===== src/rtl/rxq_pkg.sv =====
package rxq_pkg;

  localparam int CHAR_W = 8;
  localparam int REG_W  = 16;

  typedef struct packed {
    logic [CHAR_W-1:0] ch;
    logic              pe;
    logic              fe;
    logic              brk;
  } rxEntry_t;

  // Strobes from control to the queue datapath.
  // clrMask bit order: {overflow, break, framing, parity}
  typedef struct packed {
    logic       push;
    rxEntry_t   entry;
    logic       pop;
    logic       flush;
    logic [3:0] clrMask;
  } rxStrobe_t;

  typedef enum logic [2:0] {
    RX_IDLE, RX_START, RX_DATA, RX_PAR, RX_STOP, RX_HOLD
  } rxState_t;

  function automatic logic [7:0] trigLevel(input logic [3:0] code);
    case (code)
      4'd0:    trigLevel = 8'd1;
      4'd1:    trigLevel = 8'd4;
      4'd2:    trigLevel = 8'd8;
      4'd3:    trigLevel = 8'd14;
      default: trigLevel = 8'd30;
    endcase
  endfunction

endpackage


===== src/rtl/rxq_data.sv =====
module rxq_data
  import rxq_pkg::*;
#(
  parameter int DEPTH = 32,
  parameter int CNT_W = $clog2(DEPTH + 1)
) (
  input  logic             clk,
  input  logic             rstN,
  input  rxStrobe_t        strobe,
  output logic [CNT_W-1:0] count,
  output logic             empty,
  output logic             full,
  output rxEntry_t         head,
  output logic [3:0]       stickyFlags
);

  localparam int PTR_W = $clog2(DEPTH);

  rxEntry_t          mem [DEPTH];
  logic [PTR_W-1:0]  wrPtr;
  logic [PTR_W-1:0]  rdPtr;
  logic              doPush;
  logic              doPop;
  logic              ovfHit;
  logic [3:0]        setFlags;

  assign empty  = (count == '0);
  assign full   = (count == CNT_W'(DEPTH));
  assign doPop  = strobe.pop && !empty;
  assign doPush = strobe.push && (!full || doPop);
  assign ovfHit = strobe.push && full && !doPop;
  assign head   = empty ? '0 : mem[rdPtr];

  assign setFlags = {ovfHit,
                     doPush && strobe.entry.brk,
                     doPush && strobe.entry.fe,
                     doPush && strobe.entry.pe};

  always_ff @(posedge clk) begin
    if (doPush && !strobe.flush) mem[wrPtr] <= strobe.entry;
  end

  always_ff @(posedge clk or negedge rstN) begin
    if (!rstN) begin
      wrPtr <= '0;
      rdPtr <= '0;
      count <= '0;
    end else if (strobe.flush) begin
      wrPtr <= '0;
      rdPtr <= '0;
      count <= '0;
    end else begin
      if (doPush) wrPtr <= wrPtr + 1'b1;
      if (doPop)  rdPtr <= rdPtr + 1'b1;
      case ({doPush, doPop})
        2'b10:   count <= count + 1'b1;
        2'b01:   count <= count - 1'b1;
        default: count <= count;
      endcase
    end
  end

  // Set wins over a clear in the same cycle.
  always_ff @(posedge clk or negedge rstN) begin
    if (!rstN) stickyFlags <= '0;
    else       stickyFlags <= (stickyFlags & ~strobe.clrMask) | setFlags;
  end

  a_r3_no_overflow: assert property (@(posedge clk) disable iff (!rstN)
    (strobe.push && full && !strobe.pop && !strobe.flush)
      |=> (stickyFlags[3] && count == CNT_W'(DEPTH)));

  a_r2_full_empty_excl: assert property (@(posedge clk) disable iff (!rstN)
    !(full && empty));

  a_r10_flush_empties: assert property (@(posedge clk) disable iff (!rstN)
    strobe.flush |=> (empty && count == '0));

  a_r12_pop_empty: assert property (@(posedge clk) disable iff (!rstN)
    (strobe.pop && !strobe.push && empty && !strobe.flush) |=> empty);

endmodule


===== src/rtl/rxq_ctrl.sv =====
module rxq_ctrl
  import rxq_pkg::*;
#(
  parameter int DEPTH      = 32,
  parameter int OVERSAMPLE = 16,
  parameter int TOUT_W     = 8,
  parameter int CNT_W      = $clog2(DEPTH + 1)
) (
  input  logic             clk,
  input  logic             rstN,
  input  logic             sampleTick,
  input  logic             rxLine,
  input  logic             fifoFlush,
  input  logic             regWrEn,
  input  logic             regRdEn,
  input  logic [1:0]       regAddr,
  input  logic [REG_W-1:0] regWrData,
  output logic [REG_W-1:0] regRdData,
  input  logic [CNT_W-1:0] count,
  input  logic             empty,
  input  logic             full,
  input  rxEntry_t         head,
  input  logic [3:0]       stickyFlags,
  output rxStrobe_t        strobe,
  output logic             dataIrq,
  output logic             toutIrq,
  output logic             rtsPin
);

  localparam int OS_W  = $clog2(OVERSAMPLE);
  localparam int HALF  = OVERSAMPLE / 2;
  localparam int BIT_W = $clog2(CHAR_W);

  // ---------------- configuration ----------------
  logic [REG_W-1:0]  cfgReg;
  logic [TOUT_W-1:0] toutVal;

  logic [3:0] irqCode, rtsCode;
  logic dataIrqEn, toutIrqEn, toutCntEn, autoRtsEn;
  logic rtsManual, rtsActiveHigh, parityEn, parityEven;

  assign irqCode       = cfgReg[3:0];
  assign rtsCode       = cfgReg[7:4];
  assign dataIrqEn     = cfgReg[8];
  assign toutIrqEn     = cfgReg[9];
  assign toutCntEn     = cfgReg[10];
  assign autoRtsEn     = cfgReg[11];
  assign rtsManual     = cfgReg[12];
  assign rtsActiveHigh = cfgReg[13];
  assign parityEn      = cfgReg[14];
  assign parityEven    = cfgReg[15];

  always_ff @(posedge clk or negedge rstN) begin
    if (!rstN) begin
      cfgReg  <= '0;
      toutVal <= '0;
    end else if (regWrEn) begin
      case (regAddr)
        2'd1:    cfgReg  <= regWrData;
        2'd2:    toutVal <= regWrData[TOUT_W-1:0];
        default: ;
      endcase
    end
  end

  // ---------------- frame receiver ----------------
  rxState_t          rxState;
  logic              rxS1, rxS2;
  logic [OS_W-1:0]   osCnt;
  logic [BIT_W-1:0]  bitIdx;
  logic [CHAR_W-1:0] shiftReg;
  logic              parBit;
  logic              pushQ;
  rxEntry_t          pushEntry;
  rxEntry_t          frameEntry;
  logic              isBreak;
  logic              rxBusy;
  logic              osEnd;

  assign osEnd  = (osCnt == OS_W'(OVERSAMPLE - 1));
  assign rxBusy = (rxState != RX_IDLE);

  always_comb begin
    isBreak        = !rxS2 && (shiftReg == '0) && (!parityEn || !parBit);
    frameEntry.ch  = shiftReg;
    frameEntry.brk = isBreak;
    frameEntry.fe  = !rxS2 && !isBreak;
    frameEntry.pe  = !isBreak && parityEn && ((^shiftReg) ^ parBit ^ !parityEven);
  end

  always_ff @(posedge clk or negedge rstN) begin
    if (!rstN) begin
      rxS1      <= 1'b1;
      rxS2      <= 1'b1;
      rxState   <= RX_IDLE;
      osCnt     <= '0;
      bitIdx    <= '0;
      shiftReg  <= '0;
      parBit    <= 1'b0;
      pushQ     <= 1'b0;
      pushEntry <= '0;
    end else begin
      rxS1  <= rxLine;
      rxS2  <= rxS1;
      pushQ <= 1'b0;
      if (sampleTick) begin
        case (rxState)
          RX_IDLE: begin
            if (!rxS2) begin
              rxState <= RX_START;
              osCnt   <= '0;
            end
          end
          RX_START: begin
            if (osCnt == OS_W'(HALF - 1)) begin
              osCnt   <= '0;
              bitIdx  <= '0;
              rxState <= rxS2 ? RX_IDLE : RX_DATA;
            end else begin
              osCnt <= osCnt + 1'b1;
            end
          end
          RX_DATA: begin
            if (osEnd) begin
              osCnt    <= '0;
              shiftReg <= {rxS2, shiftReg[CHAR_W-1:1]};
              bitIdx   <= bitIdx + 1'b1;
              if (bitIdx == BIT_W'(CHAR_W - 1))
                rxState <= parityEn ? RX_PAR : RX_STOP;
            end else begin
              osCnt <= osCnt + 1'b1;
            end
          end
          RX_PAR: begin
            if (osEnd) begin
              osCnt   <= '0;
              parBit  <= rxS2;
              rxState <= RX_STOP;
            end else begin
              osCnt <= osCnt + 1'b1;
            end
          end
          RX_STOP: begin
            if (osEnd) begin
              osCnt     <= '0;
              pushQ     <= 1'b1;
              pushEntry <= frameEntry;
              parBit    <= 1'b0;
              rxState   <= rxS2 ? RX_IDLE : RX_HOLD;
            end else begin
              osCnt <= osCnt + 1'b1;
            end
          end
          RX_HOLD: begin
            if (rxS2) rxState <= RX_IDLE;
          end
          default: rxState <= RX_IDLE;
        endcase
      end
    end
  end

  // ---------------- strobes to datapath ----------------
  always_comb begin
    strobe.push    = pushQ;
    strobe.entry   = pushEntry;
    strobe.pop     = regRdEn && (regAddr == 2'd0);
    strobe.flush   = fifoFlush;
    strobe.clrMask = (regWrEn && regAddr == 2'd3) ? regWrData[11:8] : 4'b0000;
  end

  // ---------------- idle timeout ----------------
  logic [OS_W-1:0]   bitDiv;
  logic              bitPulse;
  logic [TOUT_W-1:0] toutCnt;
  logic              toutReload;

  assign bitPulse   = sampleTick && (bitDiv == OS_W'(OVERSAMPLE - 1));
  assign toutReload = !toutCntEn || empty || strobe.push || strobe.pop || rxBusy || fifoFlush;

  always_ff @(posedge clk or negedge rstN) begin
    if (!rstN) begin
      bitDiv  <= '0;
      toutCnt <= '0;
    end else begin
      if (sampleTick) bitDiv <= bitPulse ? '0 : bitDiv + 1'b1;
      if (toutReload)                           toutCnt <= '0;
      else if (bitPulse && toutCnt != toutVal)  toutCnt <= toutCnt + 1'b1;
    end
  end

  assign toutIrq = toutIrqEn && toutCntEn && !empty && (toutCnt == toutVal);

  // ---------------- level outputs ----------------
  logic [CNT_W-1:0] irqLevel, rtsLevel;
  logic             rtsRequest;

  assign irqLevel   = CNT_W'(trigLevel(irqCode));
  assign rtsLevel   = CNT_W'(trigLevel(rtsCode));
  assign dataIrq    = dataIrqEn && (count >= irqLevel);
  assign rtsRequest = autoRtsEn ? (count < rtsLevel) : rtsManual;
  assign rtsPin     = rtsActiveHigh ? rtsRequest : !rtsRequest;

  // ---------------- register read ----------------
  always_comb begin
    regRdData = '0;
    case (regAddr)
      2'd0: begin
        regRdData[CHAR_W-1:0] = head.ch;
        regRdData[8]          = head.pe;
        regRdData[9]          = head.fe;
        regRdData[10]         = head.brk;
        regRdData[11]         = !empty;
      end
      2'd1: regRdData = cfgReg;
      2'd2: regRdData[TOUT_W-1:0] = toutVal;
      default: begin
        regRdData[5:0]  = 6'(count);
        regRdData[6]    = empty;
        regRdData[7]    = full;
        regRdData[11:8] = stickyFlags;
        regRdData[12]   = dataIrq;
        regRdData[13]   = toutIrq;
        regRdData[14]   = rtsPin;
      end
    endcase
  end

  a_r1_single_push: assert property (@(posedge clk) disable iff (!rstN)
    strobe.push |=> !strobe.push);

  a_r9_break_zero: assert property (@(posedge clk) disable iff (!rstN)
    (strobe.push && strobe.entry.brk) |-> (strobe.entry.ch == '0 && !strobe.entry.fe));

  a_r6_tout_pop: assert property (@(posedge clk) disable iff (!rstN)
    (strobe.pop && toutVal != '0) |=> !toutIrq);

  a_r5_rts_full: assert property (@(posedge clk) disable iff (!rstN)
    (autoRtsEn && full) |-> (rtsPin == !rtsActiveHigh));

endmodule


===== src/rtl/uart_rx_fifo_irq.sv =====
module uart_rx_fifo_irq
  import rxq_pkg::*;
#(
  parameter int DEPTH      = 32,
  parameter int OVERSAMPLE = 16,
  parameter int TOUT_W     = 8
) (
  input  logic             clk,
  input  logic             rstN,
  input  logic             sampleTick,
  input  logic             rxLine,
  input  logic             fifoFlush,
  input  logic             regWrEn,
  input  logic             regRdEn,
  input  logic [1:0]       regAddr,
  input  logic [REG_W-1:0] regWrData,
  output logic [REG_W-1:0] regRdData,
  output logic             dataIrq,
  output logic             toutIrq,
  output logic             rtsPin
);

  localparam int CNT_W = $clog2(DEPTH + 1);

  rxStrobe_t        strobe;
  logic [CNT_W-1:0] count;
  logic             empty;
  logic             full;
  rxEntry_t         head;
  logic [3:0]       stickyFlags;

  rxq_ctrl #(
    .DEPTH(DEPTH), .OVERSAMPLE(OVERSAMPLE), .TOUT_W(TOUT_W), .CNT_W(CNT_W)
  ) u_ctrl (
    .clk(clk), .rstN(rstN), .sampleTick(sampleTick), .rxLine(rxLine),
    .fifoFlush(fifoFlush), .regWrEn(regWrEn), .regRdEn(regRdEn),
    .regAddr(regAddr), .regWrData(regWrData), .regRdData(regRdData),
    .count(count), .empty(empty), .full(full), .head(head),
    .stickyFlags(stickyFlags), .strobe(strobe),
    .dataIrq(dataIrq), .toutIrq(toutIrq), .rtsPin(rtsPin)
  );

  rxq_data #(
    .DEPTH(DEPTH), .CNT_W(CNT_W)
  ) u_data (
    .clk(clk), .rstN(rstN), .strobe(strobe),
    .count(count), .empty(empty), .full(full), .head(head),
    .stickyFlags(stickyFlags)
  );

endmodule


===== config.mk =====
export PLATFORM = sky130hd
export DESIGN_NAME = uart_rx_fifo_irq
export DESIGN_NICKNAME = d
export VERILOG_FILES = /design/src/rtl/rxq_pkg.sv /design/src/rtl/rxq_data.sv /design/src/rtl/rxq_ctrl.sv /design/src/rtl/uart_rx_fifo_irq.sv
export SDC_FILE = /design/constraint.sdc
export NUM_CORES = 1
export LEC_CHECK = 0
export CAP_MARGIN = 20
export CORE_MARGIN = 4
export CORE_UTILIZATION = 40
export CTS_BUF_LIST = sky130_fd_sc_hd__clkbuf_2
export CTS_CLUSTER_DIAMETER = 60
export CTS_CLUSTER_SIZE = 16
export DETAILED_ROUTE_END_ITERATION = 8
export DONT_BUFFER_PORTS = 1
export HOLD_SLACK_MARGIN = 0.08
export PLACE_DENSITY = 0.63
export SYNTH_ARGS = -nofsm -noshare
export SYNTH_HDL_FRONTEND = slang
export SYNTH_HIERARCHICAL = 1
export SYNTH_SLANG_ARGS = --single-unit

===== constraint.sdc =====
create_clock -name clk -period 7.2 [get_ports clk]
set_clock_uncertainty 0.05 [all_clocks]
set_input_delay 0 -clock clk [delete_from_list [all_inputs] [get_ports clk]]
set_output_delay 0 -clock clk [all_outputs]
set_load 0.01 [all_outputs]

; ---- Word level (Yosys, flattened, before mapping)
; Memory sizes are Yosys's and may differ from the RTL's.
; Index checks and enable logic that the tools add are counted.
[op_classes]
addsub = 8
magnitude_cmp = 2
eq_ne = 30
muxes = 45
bitwise_logic = 5
n_reduce_logical = 64
[op_table]
columns = op, n
row1 = case mux 5 bit (4 select lines), 2
row2 = 2-to-1 mux 3 bit, 11
row3 = case mux 4 bit (3 select lines), 2
row4 = case mux 8 bit (3 select lines), 1
row5 = logical AND 1 bit, 21
row6 = 2-to-1 mux 4 bit, 5
row7 = 2-to-1 mux 5 bit, 4
row8 = case mux 3 bit (6 select lines), 1
row9 = == test 4 x 2 -> 1 bit (second input constant), 4
row10 = 2-to-1 mux 8 bit, 2
row11 = != test 2 x 1 -> 1 bit (second input constant), 6
row12 = case mux 3 bit (2 select lines), 2
row13 = case mux 6 bit (2 select lines), 1
row14 = zero test 1 bit, 11
row15 = 2-to-1 mux 11 bit, 1
row16 = adder 5 x 1 -> 5 bit (second input constant), 2
row17 = 2-to-1 mux 1 bit, 10
row18 = nonzero test 2 bit, 5
row19 = == test 3 bit (second input constant), 3
row20 = AND reduction 3 bit, 3
row21 = nonzero test 3 bit, 3
row22 = adder 4 x 1 -> 4 bit (second input constant), 2
row23 = adder 8 x 1 -> 8 bit (second input constant), 1
row24 = == test 4 x 1 -> 1 bit (second input constant), 2
row25 = other kinds (34), 49
[word_totals]
ff_bits = 89
ram_bits = 352
out_inout_bits = 19
mem_count = 1
[mem_list]
columns = memory, words, width, read_ports, rd_clocked_by_memory_dff, write_ports, line
row1 = u_data.mem, 32, 11, 1, 0, 1, rxq_data.sv:19  ; rxEntry_t mem [DEPTH];

; ---- Longest topological paths before layout
; Gate-level depths: netlist of run 1.
[logic_depth]
depth_word = 8
ltp_mapped = 10

; ---- By module
; The synthesis of run 1 kept the hierarchy.
[modules_own_cells]
columns = mod, instances, cells_per_inst, area_each_um2, seq_area_each_um2
row1 = rxq_data, 1, 764, 14732.9, 11070.6
row2 = rxq_ctrl, 1, 361, 3908.7, 1729.2

; ---- Least setup slack after synthesis of run 1
; No wires, ideal clock.
[synth_path]
kind = flip-flop to flip-flop
from = register u_data.count[3]
to = register u_data.count[5]
setup_time_ns = 0.071
t_arrival_ns = 2.674
setup_slack_ns = 4.405
stages_incl_launch_ff = 10
path_buffers = 0
synth_period_minus_slack_ns = 2.795
cell_sequence = dfrtp_1 > or4_4 > o31ai_4 > nor2_4 > ha_1 > a211oi_1 > o21bai_1 > a21o_1 > o311a_1 > nand4_1
[synth_between]
elab_chain_len = 8
word_cells_on_any_way = 14
[synth_lines]
columns = element, line
row1 = start: declaration, rxq_data.sv:10  ; output logic [CNT_W-1:0] count,
row2 = start signal: assignment, rxq_data.sv:56  ; 2'b10: count <= count + 1'b1;
row3 = start signal: assignment, rxq_data.sv:57  ; 2'b01: count <= count - 1'b1;
row4 = start signal: assignment, rxq_data.sv:58  ; default: count <= count;
row5 = zero test 6 bit, rxq_data.sv:27  ; assign empty = (count == '0);
row6 = zero test 1 bit, rxq_data.sv:29  ; assign doPop = strobe.pop && !empty;
row7 = logical AND 1 bit, rxq_data.sv:29
row8 = logical OR 1 bit, rxq_data.sv:30  ; assign doPush = strobe.push && (!full || doPop);
row9 = logical AND 1 bit, rxq_data.sv:30
row10 = == test 2 x 1 -> 1 bit / == test 2 bit (equally long branches), rxq_data.sv:55  ; case ({doPush, doPop})
row11 = case mux 6 bit (2 select lines), rxq_data.sv:55
row12 = 2-to-1 mux 6 bit, rxq_data.sv:48  ; end else if (strobe.flush) begin
; Parallel ways exist; a longest one is shown, timed or not.
; A chain may end at the register's enable or synchronous reset.

==> results of run 1 <==
[registers in the layout, indices dropped and copies added (netlist names)]
| name | flops |
|---|---|
| u_ctrl/parBit | 1 |
| u_ctrl/rxS1 | 1 |
| u_data/count | 6 |
| u_data/rdPtr | 5 |
| u_ctrl/toutCnt | 8 |
| u_data/wrPtr | 5 |
| u_ctrl/pushQ | 1 |
| u_data/stickyFlags | 4 |
| u_ctrl/bitIdx | 3 |
| u_ctrl/rxS2 | 1 |
| u_ctrl/osCnt | 4 |
| u_data/mem | 352 |
| u_ctrl/rxState | 3 |
| u_ctrl/shiftReg | 8 |
| u_ctrl/cfgReg | 16 |
| u_ctrl/toutVal | 8 |
| u_ctrl/strobe | 11 |
| u_ctrl/bitDiv | 4 |
[cell families (layout without fill, tap and decap cells)]
group / count (synthesis) / after routing / synth area share, %
buf+inv: 86 / 198 / 1.95
other cells: 0 / 1 / 0
simple gates: 202 / 202 / 5.50
fa+ha+maj: 28 / 28 / 1.92
mux: 163 / 163 / 14.0
flops: 441 / 441 / 68.7
xor+xnor: 29 / 29 / 1.36
compound gates: 176 / 176 / 6.62
[per-layer routing]
layer	up-vias	global-route usage (%)	routed length [um]	share of wire, %
li1	4610	-	-	-
met1	5420	24.6	18800	45
met2	321	25.5	19700	47
met3	62	3.09	2670	6.3
met4	0	4.89	1100	2.6
met5	-	0	0	0
[critical path, stage by stage (launching register included)]
cell and delay [ns]:
dfrtp_2 0.88, nand3_1 0.89, o221ai_1 0.59, a21oi_1 0.15
a21oi_1 0.30, a21boi_0 0.26, mux2i_1 0.09, o21ai_0 0.44
[Yosys cell counts (3+ instances only)]
master | n | share of area [%]
a2111oi_2 | 3 | 0.24
a211oi_1 | 17 | 0.68
a21boi_0 | 11 | 0.44
a21o_1 | 5 | 0.20
a21oi_1 | 33 | 0.89
a22o_1 | 3 | 0.14
a22oi_1 | 22 | 0.89
and2_1 | 3 | 0.10
and3_1 | 6 | 0.20
buf_2 | 17 | 0.46
buf_4 | 5 | 0.20
clkbuf_1 | 35 | 0.70
dfrtp_1 | 87 | 12
edfxtp_1 | 352 | 57
ha_1 | 27 | 1.8
inv_1 | 28 | 0.56
mux2_2 | 39 | 2.4
mux2i_1 | 50 | 2.7
mux4_2 | 74 | 8.9
nand2_1 | 39 | 0.79
nand2b_1 | 6 | 0.20
nand3_1 | 20 | 0.54
nand3b_1 | 9 | 0.36
nand4_1 | 8 | 0.27
nor2_1 | 70 | 1.4
nor2b_1 | 5 | 0.17
nor3_1 | 11 | 0.30
nor4_1 | 3 | 0.10
o211ai_1 | 5 | 0.20
o21ai_0 | 31 | 0.83
o221ai_1 | 11 | 0.52
o22ai_1 | 14 | 0.47
or2_2 | 4 | 0.13
or3_1 | 5 | 0.17
xnor2_1 | 15 | 0.70
xor2_1 | 14 | 0.66
[layout by cell type, fill, tap and decap left out, drive strengths merged, types with 8 or more instances in the layout]
| cell | n |
|---|---|
| nand4 | 8 |
| o22ai | 14 |
| nand3b | 9 |
| edfxtp | 352 |
| mux2 | 39 |
| xnor2 | 15 |
| a21oi | 35 |
| nor2 | 71 |
| xor2 | 14 |
| dlygate4sd3 | 68 |
| dfrtp | 87 |
| a21boi | 11 |
| a22oi | 22 |
| ha | 27 |
| nor3 | 12 |
| clkbuf | 46 |
| buf | 45 |
| nand3 | 20 |
| o21ai | 32 |
| nand2 | 39 |
| a211oi | 18 |
| o221ai | 11 |
| mux4 | 74 |
| inv | 33 |
| mux2i | 50 |
[timing repair]
item	4_1_cts	5_1_grt
endpoints found under the hold margin	454	0
hold buffers	70	0
setup buffers	0	0
setup endpoints to repair	0	0
[path summary, 6_finish.rpt]
kind,to,slack [ns],depth (start not counted)
worst max register to register,u_data/mem[9][3]$_DFFE_PP_,4.00,3
worst max-delay path,regRdData[8],2.63,7
max in group asynchronous,u_ctrl/rxS1$_DFF_PN1_,6.42,4
worst min register to register,u_ctrl/rxS2$_DFF_PN1_,0.32,0
min in group asynchronous,u_data/rdPtr[3]$_DFFE_PN0P_,0.27,4
worst min-delay path,regRdData[10],0.15,1
[stage by stage]
step	setup slack, ns	hold slack (ns)	cells
after detailed placement	3.47	-0.344	1686
after floorplan	4.41	-0.346	1125
after CTS	2.41	0.0837	1813
final	2.63	0.154	1838
after global routing	2.28	0.148	1838
after global placement	3.46	-0.343	1680
[area by class of cell]
type	count	area share, %
clock buffer	46	1.11
antenna	1	0.0121
timing repair buffer	113	5.97
clock inverter	11	0.489
inverter	28	0.507
sequential	441	61.8
tap	600	3.62
multi-input combinational	598	26.5
[power groups by stage]
stage	Combinational, mW	Sequential, mW	Clock [mW]
5_1_grt	0.732	2.96	1.15
4_1_cts	0.666	2.93	1.05
3_5_place_dp	0.593	2.99	0
6_report	0.664	2.94	1.00
3_3_place_gp	0.581	2.99	0
2_1_floorplan	0.499	2.92	0
==> key figures, run 1 <==
Outcome
  – Outcome: completed

Timing
  – RSZ-0062 raised after global routing: no
  – Fin crit share: a little under two thirds
  – FMAX: ~0.22 GHz
  – Final Hold Fails: 0
  – Actual transition at the worst max-transition pin: 1.12 ns
  – Total negative slack: 0 ns
  – Max Transition Viols Final: 0
  – Final Critical Period: 4.57 ns
  – Final setup fails: 0
  – Rel. slew slack: between 20% and 30%

Synth
  – Mapped Area: ~0.019 mm^2
  – Synth Warn #: 6
  – Syn Inst Count: approximately 1100
  – Post-synth EDFFs: ~350
  – Synth unique cells: between 60 and 70
  – Avg Inst Size Synth: ~17 um^2
  – Register bit total from synthesis: about 440
  – Top_reg_cell synth: edfxtp_1
  – Post-synth net total: 1178
  – Post-synth ARST share: between 20% and 30%
  – Register area share after synthesis: between 60% and 70%

Pwr
  – Comb power frac: roughly 14%
  – Maximum vdd ir drop: between 0.00015 and 0.0002 V
  – Clock power frac: 21.8%
  – Sw Ratio: between 20% and 30%
  – P_int: 3.35 mW
  – Pwr Density: about 220 mW/mm^2
  – P_leak: between 7 and 8 nW
  – PnR Total Power: around 4.6 mW
  – Flop pwr share: between 60% and 70%
  – Net Sw Power: roughly 1.3 mW

Worst hold path
  – Hold Crit Class: in -> out
  – Worst min-delay path startpoint: regAddr[1]

Global routing
  – Total gr overflow: 0
  – First-pass GRT wire length: roughly 64000 um
  – Vias in the first global route: 10221
  – Initial antenna violation count: 1
  – Largest net degree at the start of global routing: 90
  – Tot GR Track Use: around 17%

Flow run
  – # Max-Cap Violations: 0

Detailed routing
  – Via density: ~5.7
  – DRC: 0
  – Routed wire length per instance: approximately 23 um
  – Vias: ~10000
  – DRT Pass-1 Iters: 5
  – 1st-iter DRT viols: 974
  – Final WL: between 40000 and 50000 um
  – Remaining antenna violation count: 0

Worst setup path
  – CP Launch Point: u_data/rdPtr[1]$_DFFE_PN0P_
  – Required @ worst endpoint: about 7 ns
  – Worst r2r src: u_ctrl/pushQ$_DFF_PN0_
  – Critical path startpoint category: register
  – CP Capture Type: output port
  – Crit Path Class: reg -> out
  – CP Data Arrival Time: approximately 4.5 ns
  – Highest fanout seen on the critical path: 29

Clocking
  – Clock slew at reported path FFs: 0.26 ns
  – Post-cts sizing count: 0
  – Num CTS Buffers: 36
  – Clock Path Buffers: 3
  – CTS tree: done
  – Clock latency on the worst-skew pair: 0.92 ns
  – Clock sinks: 441
  – Root buffer cell: clkbuf_2
  – H-tree depth: 2

Final layout
  – Final nets: approximately 1300
  – Reg area: ~0.013 mm^2
  – Final core utilization: 45.2%
  – Multi-input gate area: between 0.005 and 0.006 mm^2
  – Layout cell share with drive strength beyond 1: roughly 19%
  – Layout Cell Area excl Fill: just over 0.02 mm^2
  – P&R area growth vs syn: 11.1%
  – Filler Cells Inserted: between 3000 and 4000

Placement
  – Post-DP Area: a little under 0.02 mm^2
  – HPWL Detailed: between 20000 and 30000 um
  – RePlAce Congestion: roughly 0.78
  – Port bufs: 0

Floorplanning
  – Core area: 0.0458 mm^2
  – Die Ht: approximately 220 um
  – Die Wd: about 220 um
  – Ports placed on the boundary: 44
  – Initial core utilization: approximately two fifths
  – Row count: 78
  – DIE AREA: 0.0501 mm^2
Note: power is estimated with default switching activity, not from simulation.
==> inputs of run 2 (changes only) <==
--- a/config.mk
+++ b/config.mk
@@ -14,7 +14,7 @@
 export DETAILED_ROUTE_END_ITERATION = 8
 export DONT_BUFFER_PORTS = 1
 export HOLD_SLACK_MARGIN = 0.08
-export PLACE_DENSITY = 0.63
+export PLACE_DENSITY = 0.65
 export SYNTH_ARGS = -nofsm -noshare
 export SYNTH_HDL_FRONTEND = slang
 export SYNTH_HIERARCHICAL = 1
==> constraint.sdc (replaced) <==
create_clock -name clk -period 3.8 [get_ports clk]
set_clock_uncertainty 0.05 [all_clocks]
set_input_delay 0 -clock clk [delete_from_list [all_inputs] [get_ports clk]]
set_output_delay 0 -clock clk [all_outputs]
set_load 0.01 [all_outputs]
==> key figures, run 2 (synthesized netlist as in run 1, its figures left out) <==
Worst setup path
  – Critical path's slowest cell: dfrtp_4
  – CP Cell Sequence: buf_6 -> mux4_2 -> a21oi_1 -> a21oi_1 -> a21boi_0 -> mux4_2
  – CP Capture Type: output port
  – R2r setup slk: 0.69 ns (-3.31 ns)
  – Worst r2r src: u_data/count[3]$_DFFE_PN0P_
  – CP Depth: 6 (-1)
  – CP Data Arrival Time: 3.59 ns (-0.93 ns)
  – Critical path startpoint category: register
  – Required @ worst endpoint: 3.75 ns (-3.40 ns)
  – CP Buf/Inv Count: 1 (+1)
  – Slowest stage delay, CP: 0.58 ns (-0.31 ns)
  – CP top delay family: multiplexers
  – CP Launch Point: u_data/rdPtr[0]$_DFFE_PN0P_
  – Worst r2r path cells: 9 (+6)
  – Crit path to: regRdData[0]
  – FF-to-FF End: u_data/count[5]$_DFFE_PN0P_
  – Highest fanout seen on the critical path: 23 (-21%)
  – Crit Path Class: reg -> out

Flow run
  – # Max-Cap Violations: 0 (unchanged)

Detailed routing
  – Final WL: 43000 um (+1.4%)
  – Vias: 10494 (+0.78%)
  – DRC: 0 (unchanged)
  – DRT Pass-1 Iters: 7 (+2)
  – 1st-iter DRT viols: 1098 (+13%)
  – Routed wire length per instance: 23.2 um (+0.88%)
  – Met2 wire length: 20200 um (+2.4%)
  – Via density: 5.68 (+0.23%)
  – Remaining antenna violation count: 0 (unchanged)
  – M1 WL: 18500 um (-1.9%)
  – Top sig layer: met5
  – Met3 wire length: 2840 um (+6.3%)

Timing
  – Max Transition Viols Final: 0 (unchanged)
  – Final Hold Fails: 0 (unchanged)
  – Fin crit share: between 90% and 100%
  – FMAX: between 0.2 and 0.3 GHz
  – Actual transition at the worst max-transition pin: 1.12 ns (-0.00239 ns)
  – Rel. slew slack: 25.1% (+0.16 points)
  – Final setup fails: 0 (unchanged)
  – Total negative slack: 0 ns (unchanged)
  – RSZ-0062 raised after global routing: no
  – Fin worst setup slack: 0.159 ns (-2.47 ns)
  – Final Critical Period: roughly 3.6 ns

Floorplanning
  – Row count: 78 (unchanged)
  – Die Ht: 224 um (unchanged)
  – Core area: 0.0458 mm^2 (unchanged)
  – Initial core utilization: 40.7% (unchanged)
  – Ports placed on the boundary: 44 (unchanged)
  – Die Wd: 224 um (unchanged)
  – DIE AREA: 0.0501 mm^2 (unchanged)

Clocking
  – Root buffer cell: clkbuf_2
  – Num CTS Buffers: 36 (unchanged)
  – CTS tree: done
  – Clock slew at reported path FFs: 0.27 ns (about the same)
  – Post-CTS Repair Setup Buffers: 0 (unchanged)
  – Clock Path Buffers: 3 (unchanged)
  – Clock sinks: 441 (unchanged)
  – Clock latency on the worst-skew pair: 0.88 ns (-0.04 ns)
  – H-tree depth: 2 (unchanged)

Final layout
  – Most frequent cells in the layout: edfxtp_1 (352), dfrtp_1 (85), mux4_2 (74), nor2_1 (70), dlygate4sd3_1 (67)
  – Most common library cell in the layout ignoring fill and taps: edfxtp_1
  – Final nets: 1277 (+0.47%)
  – Top reg by flops: u_data/mem
  – Filler Cells Inserted: 3901 (-1.0%)
  – Layout cell share with drive strength beyond 1: 20.5% (+1.2 points)
  – Layout Cell Area excl Fill: 0.0208 mm^2 (+0.62%)
  – Max reg flops: 352 (unchanged)
  – Reg area: 0.0128 mm^2 (unchanged)
  – P&R area growth vs syn: 11.8%
  – Multi-input gate area: 0.00550 mm^2 (+0.43%)

Global routing
  – First-pass GRT wire length: 64600 um (+0.33%)
  – Largest net degree at the start of global routing: 90 (unchanged)
  – Initial antenna violation count: 2 (+1)
  – Total gr overflow: 0 (unchanged)
  – Vias in the first global route: 10323 (+1.0%)
  – Tot GR Track Use: 16.6% (-0.039 points)

Pwr
  – P_leak: 7.47 nW (+0.66%)
  – Maximum vdd ir drop: 0.000190 V (+1.1%)
  – Pwr Density: 423 mW/mm^2 (+90%)

Placement
  – RePlAce Congestion: 0.828 (+5.9%)
  – Port bufs: 0 (unchanged)
  – HPWL Detailed: 26400 um (+1.9%)
  – Post-DP Area: 0.0194 mm^2 (+0.35%)
  – DP Worst Slack: 0.747 ns (-2.72 ns)

Worst hold path
  – Hold Crit Class: in -> out

Outcome
  – Outcome: completed
run 2: cell count changes in the layout (fill, tap and decap cells not counted), moves of 2 or more:
| cell | change |
|---|---|
| a211oi_1 | -2 |
| a211oi_2 | +2 |
| buf_4 | +7 |
| clkbuf_2 | +2 |
run 2: stage by stage:
stage	total power, mW	util, %	hold slack, ns	cells
global route	9.26	45.5	0.131	1848
floorplan	6.49	-	-0.346	1125
global placement	6.75	42.2	-0.343	1688
CTS	8.86	44.9	0.0810	1827
finish	8.82	45.5	0.119	1848
detailed placement	6.77	42.5	-0.343	1697
run 2: routing by layer:
metal	vias to the layer above	GRT usage, %
met5	-	0
met4	2	5.57
met3	80	2.56
met2	356	25.6
met1	5434	24.4
li1	4622	-
run 2: worst min path at each step:
stage,slack (ns),depth (start not counted),startpoint,endpoint
finish,0.12,1,regAddr[1],regRdData[11]
global route,0.13,1,regAddr[1],regRdData[11]
CTS,0.08,6,regAddr[1],u_data/rdPtr[0]$_DFFE_PN0P_
detailed placement,-0.34,0,rstN,u_ctrl/cfgReg[1]$_DFFE_PN0P_
global placement,-0.34,0,rstN,u_ctrl/cfgReg[1]$_DFFE_PN0P_
floorplan,-0.35,0,rstN,u_ctrl/bitDiv[0]$_DFFE_PN0P_
run 2: final cells by class:
class                           instances  share of cell area, %
Sequential cell                       441                   61.4
Multi-Input combinational cell        598                   26.4
Antenna cell                            1                 0.0120
Clock buffer                           48                   1.15
Clock inverter                         13                  0.630
Tap cell                              600                   3.60
Inverter                               28                  0.522
Timing Repair Buffer                  119                   6.23
run 2: what timing repair did:
action / 4_1_cts / 5_1_grt
endpoints found under the hold margin: 392 / 0
hold buffers: 69 / 0
gates cloned: 0 / 1
gates resized for setup: 1 / 7
endpoints found under the setup margin: 1 / 8
run 2: report_power, final:
part | total, mW | internal, mW | switching (mW)
clock | 1.98 | 0.499 | 1.48
combinational | 1.33 | 0.643 | 0.686
sequential | 5.51 | 5.31 | 0.197
